File: src/rtl/lsb_pkg.sv
package lsb_pkg;

   typedef enum logic {
      LSB_OP_ISOLATE = 1'b0,
      LSB_OP_CMASK   = 1'b1
   } lsb_op_e;

   // Packed MSB first: zf lands on bit 5, pf on bit 0.
   typedef struct packed {
      logic zf;
      logic sf;
      logic cf;
      logic of;
      logic af;
      logic pf;
   } lsb_flags_t;

   localparam int LSB_FLAG_W = 6;

endpackage

File: src/rtl/lsb_size_ctl.sv
module lsb_size_ctl (
   input  logic mode64,
   input  logic w_bit,
   input  logic l_bit,
   output logic wide,
   output logic illegal
);
   // W only widens the operand while the core is in 64-bit mode.
   assign wide    = mode64 & w_bit;
   assign illegal = l_bit;
endmodule

File: src/rtl/lsb_core.sv
module lsb_core
   import lsb_pkg::*;
#(
   parameter int DATA_W = 64
) (
   input  logic [DATA_W-1:0] src,
   input  lsb_op_e           op,
   input  logic              wide,
   output logic [DATA_W-1:0] result,
   output lsb_flags_t        flags
);
   localparam int NARROW_W = DATA_W / 2;
   localparam int N_LANES  = 2;

   logic [DATA_W-1:0] lane_res [N_LANES];
   logic              lane_nz  [N_LANES];
   logic              lane_msb [N_LANES];

   // Lane 0 works at the narrow size, lane 1 at the full size.
   for (genvar g = 0; g < N_LANES; g++) begin : g_lane
      localparam int LW = (g == 0) ? NARROW_W : DATA_W;
      logic [LW-1:0] x;
      logic [LW-1:0] iso;
      logic [LW-1:0] cmask;
      logic [LW-1:0] sel;

      assign x     = src[LW-1:0];
      assign iso   = x & (~x + LW'(1));
      assign cmask = ~x | (x - LW'(1));
      assign sel   = (op == LSB_OP_CMASK) ? cmask : iso;

      assign lane_res[g] = DATA_W'(sel);
      assign lane_nz[g]  = |x;
      assign lane_msb[g] = sel[LW-1];
   end

   always_comb begin
      result   = wide ? lane_res[1] : lane_res[0];
      flags.zf = ~|result;
      flags.sf = wide ? lane_msb[1] : lane_msb[0];
      flags.cf = wide ? lane_nz[1]  : lane_nz[0];
      flags.of = 1'b0;
      flags.af = 1'b0;
      flags.pf = 1'b0;
   end
endmodule

File: src/rtl/lsb_out_stage.sv
module lsb_out_stage
   import lsb_pkg::*;
#(
   parameter int DATA_W  = 64,
   parameter int OUT_REG = 1
) (
   input  logic              clk,
   input  logic              rst_n,
   input  logic              d_valid,
   input  logic [DATA_W-1:0] d_result,
   input  lsb_flags_t        d_flags,
   input  logic              d_we,
   input  logic              d_fault,
   output logic              q_valid,
   output logic [DATA_W-1:0] q_result,
   output lsb_flags_t        q_flags,
   output logic              q_we,
   output logic              q_fault
);
   if (OUT_REG != 0) begin : g_reg
      always_ff @(posedge clk or negedge rst_n) begin
         if (!rst_n) begin
            q_valid  <= 1'b0;
            q_result <= '0;
            q_flags  <= '0;
            q_we     <= 1'b0;
            q_fault  <= 1'b0;
         end else begin
            q_valid  <= d_valid;
            q_result <= d_result;
            q_flags  <= d_flags;
            q_we     <= d_we;
            q_fault  <= d_fault;
         end
      end
   end else begin : g_comb
      logic unused_clk;
      assign unused_clk = clk ^ rst_n;
      assign q_valid    = d_valid;
      assign q_result   = d_result;
      assign q_flags    = d_flags;
      assign q_we       = d_we;
      assign q_fault    = d_fault;
   end
endmodule

File: src/rtl/lsb_exec_unit.sv
module lsb_exec_unit
   import lsb_pkg::*;
#(
   parameter int DATA_W  = 64,
   parameter int OUT_REG = 1
) (
   input  logic              clk,
   input  logic              rst_n,
   input  logic              in_valid,
   input  logic              in_op,
   input  logic [DATA_W-1:0] in_src,
   input  logic              in_mode64,
   input  logic              in_w,
   input  logic              in_l,
   output logic              out_valid,
   output logic [DATA_W-1:0] out_result,
   output logic [5:0]        out_flags,
   output logic              out_flag_we,
   output logic              out_fault
);
   if (DATA_W < 4 || (DATA_W % 2) != 0) begin : g_bad_width
      $error("lsb_exec_unit: DATA_W must be even and at least 4");
   end
   if (OUT_REG != 0 && OUT_REG != 1) begin : g_bad_reg
      $error("lsb_exec_unit: OUT_REG must be 0 or 1");
   end

   lsb_op_e           op;
   logic              wide;
   logic              illegal;
   logic [DATA_W-1:0] core_res;
   lsb_flags_t        core_flags;
   logic              ok;
   logic              isolate_ok;
   logic [DATA_W-1:0] res_g;
   lsb_flags_t        flags_g;
   logic              fault_g;
   lsb_flags_t        flags_q;

   assign op = lsb_op_e'(in_op);

   lsb_size_ctl u_size (
      .mode64  (in_mode64),
      .w_bit   (in_w),
      .l_bit   (in_l),
      .wide    (wide),
      .illegal (illegal)
   );

   lsb_core #(.DATA_W(DATA_W)) u_core (
      .src    (in_src),
      .op     (op),
      .wide   (wide),
      .result (core_res),
      .flags  (core_flags)
   );

   // Suppress everything on an idle cycle or an illegal encoding.
   assign ok         = in_valid & ~illegal;
   assign isolate_ok = ok & (op == LSB_OP_ISOLATE);
   assign res_g      = ok ? core_res : '0;
   assign flags_g    = isolate_ok ? core_flags : '0;
   assign fault_g    = in_valid & illegal;

   lsb_out_stage #(.DATA_W(DATA_W), .OUT_REG(OUT_REG)) u_out (
      .clk      (clk),
      .rst_n    (rst_n),
      .d_valid  (in_valid),
      .d_result (res_g),
      .d_flags  (flags_g),
      .d_we     (isolate_ok),
      .d_fault  (fault_g),
      .q_valid  (out_valid),
      .q_result (out_result),
      .q_flags  (flags_q),
      .q_we     (out_flag_we),
      .q_fault  (out_fault)
   );

   assign out_flags = flags_q;
endmodule

File: config.mk
export PLATFORM = sky130hd
export DESIGN_NAME = lsb_exec_unit
export DESIGN_NICKNAME = d
export VERILOG_FILES = /design/src/rtl/lsb_pkg.sv /design/src/rtl/lsb_size_ctl.sv /design/src/rtl/lsb_core.sv /design/src/rtl/lsb_out_stage.sv /design/src/rtl/lsb_exec_unit.sv
export SDC_FILE = /design/constraint.sdc
export NUM_CORES = 1
export LEC_CHECK = 0
export ABC_AREA = 0
export BUFFER_PORTS_ARGS = -buffer_cell sky130_fd_sc_hd__buf_2
export CAP_MARGIN = 20
export CORE_MARGIN = 2
export CORE_UTILIZATION = 36
export DETAILED_ROUTE_END_ITERATION = 10
export PLACE_DENSITY_LB_ADDON = 0.1
export SLEW_MARGIN = 40
export SYNTH_ARGS = -nofsm -noshare
export SYNTH_HDL_FRONTEND = slang
export SYNTH_HIERARCHICAL = 1
export SYNTH_SLANG_ARGS = --single-unit
File: constraint.sdc
create_clock -name clk -period 0.8 [get_ports clk]
set_input_delay 0 -clock clk [delete_from_list [all_inputs] [get_ports clk]]
set_output_delay 0 -clock clk [all_outputs]
set_load 0.01 [all_outputs]
# After elaboration in Yosys (flattened, before gate mapping)

Index checks and enable logic that the tools add are counted.

Register bits: 73
Input port bits: 71
Output and inout bits: 73
Logic and storage cells: 37

$add $sub $neg: 4
Mux-type cells: 7
Bitwise gates (word level): 12
Reduce and logical (&&, ||, !) cells: 4

Operators by type and width:

| kind                    | number |
|---|---|
| $mux W64                | 3 |
| $reduce_or A64 Y1       | 2 |
| $add A64 B1 Y64 const B | 1 |
| $and A64 B64 Y64        | 1 |
| $not A64 Y64            | 1 |
| $or A64 B64 Y64         | 1 |
| $sub A64 B1 Y64 const B | 1 |
| $add A32 B1 Y32 const B | 1 |
| $and A32 B32 Y32        | 1 |
| $mux W32                | 1 |
| $not A32 Y32            | 1 |
| $or A32 B32 Y32         | 1 |
| $reduce_or A32 Y1       | 1 |
| $sub A32 B1 Y32 const B | 1 |
| $mux W6                 | 1 |
| $and A1 B1 Y1           | 4 |
| $mux W1                 | 2 |
| $not A1 Y1              | 2 |
| $logic_not A1 Y1        | 1 |

# Logic depth before layout (Yosys ltp)

Depth after elaboration: 8
Depth in mapped cells: 11
Gate-level depth less buffers: 9

# By module

The synthesis kept the hierarchy.

Modules (own cells, without submodules):

| module        | instances | cells each | area an instance (µm²) | seq. area each (µm²) |
|---|---|---|---|---|
| lsb_core      | 1         | 323        | 2064.5                 | 0.0 |
| lsb_out_stage | 1         | 73         | 1826.8                 | 1826.8 |
| lsb_exec_unit | 1         | 86         | 714.4                  | 0.0 |
| lsb_size_ctl  | 1         | 2          | 13.8                   | 0.0 |

# Worst setup path before layout

Ideal clock, no wire load.

Path kind: input to register
Start point: input in_src[34]
End point: register u_out/q_flags[4] in the netlist's numbering
Library setup time: 0.121 ns
Data arrival time: 2.261 ns
Setup slack: -1.583 ns
Cell stages on the path: 9
Buffers on the path: 1
Cell sequence: or4_4 or2_4 or3_1 buf_6 nor3_1 nand3_1 xnor2_1 a21oi_1 and4bb_2

RTL lines:

| what                 | RTL line            | text |
|---|---|---|
| start, declared      | lsb_exec_unit.sv:11 | `input logic [DATA_W-1:0] in_src,` |
| end signal, assigned | lsb_out_stage.sv:31 | `q_flags <= d_flags;` |
| end, declared        | lsb_out_stage.sv:16 | `output lsb_flags_t q_flags,` |

==> flow_metrics.tcl <==
set metrics [dict create \
    status "finished, violations left" \
    violations "setup timing" \
    irDropWorstVdd_v 0.000840 \
    synth_top_flop_cell "dfrtp_1" \
    met2_usage_pct 41.1 \
    gp_congestion 0.971 \
    hold_violations 0 \
    cts-root-buf "clkbuf_16" \
    nNetsFinal 875 \
    syn2layout_area_growth_pct 83.7 \
    setup_viol 136 \
    rsz0062_at_grt "yes" \
    portBuffers 143 \
    ys_seq_elements 73 \
    grt_most_used_layer "met2" \
    final_cell_mix "147 x buf_4, 120 x buf_2, 73 x dfrtp_1, 61 x and3b_1, 58 x buf_6" \
    cp.arrival_ns 2.47 \
    powerDensity_mw_per_mm2 1210 \
    initial_utilization_pct 36.8 \
    routedWlPerCell_um 17.7 \
    numCtsBuffers 9 \
    worst_pin_slew_ns 0.578 \
    fp.dieH_um 117 \
    slew_viol_final 0 \
    first_global_vias 4984 \
    io_pins 144 \
    clock_sinks 73 \
    fin_crit_ns 2.22 \
    diodes 0 \
    antenna_found_initial 0 \
    clk_path_buf_depth 2 \
    final_common_cell "buf_4" \
    antenna_left 0 \
    routed_wirelength_mm 17.4 \
    ys_types 59 \
    synthCells 484 \
    hpwl_mm 11.8 \
    cp_max_fo 7 \
    relSlewSlack_pct 61.1 \
    fp.dieArea_sq_mm 0.0138 \
    grt_start_max_net_pins 74 \
    grt_overflow 0 \
    multi_input_area_sq_mm 0.00350 \
    crit_type "primary input to flip-flop" \
    grt_pass1_wl_mm 26.1 \
    synth_edf_count 0 \
    drt-vias-per-instance 5.04 \
    ys_async_sr_fraction_pct 100 \
    firstDrtPassIters 4 \
    seq_area_sq_mm 0.00183 \
    synth_area_per_cell_sq_um 9.54 \
    rows 41 \
    drv_cap 0 \
    fin_hold_ws_ns 0.0996 \
    drc 0 \
    hp-class "primary input to flip-flop" \
    leakage_uw 0.00438 \
    nFillCells 996 \
    drt_first_iter_violations 286 \
    max_freq_mhz 450 \
    post-route-util_pct 67.5 \
    cts_tree "done" \
    h-tree-depth 3 \
    setup_tns_ns -52.64 \
    required_ns 1.05 \
    yosysWarningCount 6 \
    num_vias 4946 \
    netlist_area_sq_mm 0.00462 \
    path_clk_slew_ns 0.06 \
    grtUsageTotal_pct 25.0 \
    yosysSeqAreaShare_pct 39.5 \
    min_period_over_period_pct 278 \
    setup_slack_ns -1.42 \
    end_kind "flip-flop" \
    core_sq_mm 0.0126 \
    start_kind "primary input" \
    use_met1_pct 33.0 \
    fp.dieW_um 117 \
    drive_gt1_share_pct 60.8 \
    grt_use_met3_pct 3.81 \
]
## synthesized netlist by cell type, drive strengths merged, types with 9 or more instances
cell type | n | area, sq um
clkbuf | 14 | 63.8
nand2 | 28 | 110
a21oi | 9 | 45.0
dfrtp | 73 | 1830
and3b | 64 | 561
nand4 | 9 | 56.3
mux2i | 9 | 90.1
nor2 | 52 | 198
inv | 10 | 37.5
xnor2 | 52 | 455
nor4 | 19 | 161
nor3 | 21 | 110
nand3 | 20 | 100
buf | 18 | 110
## worst paths after layout
check,start,endpoint,cells after the start
min in group asynchronous,rst_n,u_out/q_result[50],3
worst min-delay path,in_valid,u_out/q_valid,2
worst max-delay path,in_src[35],u_out/q_flags[5],10
max in group asynchronous,rst_n,u_out/q_flags[3],3
## through the flow
step	setup slack [ns]	std cells	area, sq um	total power (uW)
floorplan	-1.49	486	4990	4660
global placement	-1.71	924	6870	5690
detailed placement	-1.90	924	6870	5700
CTS	-1.36	965	8000	10200
global route	-1.52	981	8490	10600
finish	-1.42	981	8490	10200
## cell type report
class	instances	share of cell area [%]
multi-input cells	372	41.3
well taps	172	2.54
flip-flops and latches	73	21.5
inverters	10	0.531
clock inverters	4	0.590
repair buffers	338	30.4
clock buffers	12	3.14
## what timing repair did
item	4_1_cts	5_1_grt
buffers inserted	27	31
pin swaps	79	85
cloned	1	0
hold endpoints to repair	73	0
resized for setup	133	79
hold buffers	1	0
endpoints found under the setup margin	135	138
## worst max-delay path, stage by stage
cell and delay, ns:
buf_6 0.09, or4_4 0.53, or2_4 0.25, or3_4 0.48
nor4b_4 0.31, xnor2_1 0.13, a21oi_1 0.15, nand4b_1 0.13
a211oi_2 0.18, nor4bb_2 0.23
## routing by layer
layer,up-vias,share of wire (%)
li1,2366,-
met1,2411,44
met2,138,49
met3,31,4.3
met4,0,2.6
met5,-,0
## where the power goes
group | switching, uW | total, uW | internal [uW]
Combinational | 1060 | 2110 | 1050
Clock | 1650 | 4310 | 2660
Sequential | 33.0 | 3830 | 3800
## flip-flops by register name (all words and copies together), names as in the netlist
register,flops
u_out/q_result,64
u_out/q_flags,6
u_out/q_fault,1
u_out/q_valid,1
u_out/q_we,1
## cell families (layout without fill, tap and decap cells)
logic type | count (synthesis) | after routing | share of synthesized area (%)
AOI/OAI and AO/OA | 28 | 28 | 4.20
xor gates and xnor gates | 53 | 53 | 10.0
buffers and inverters | 42 | 364 | 4.58
DFF | 73 | 73 | 39.5
muxes | 9 | 9 | 1.95
other | 1 | 3 | 0.0812
and+or+nand+nor | 278 | 279 | 39.6
Note: power is estimated with default switching activity, not from simulation.
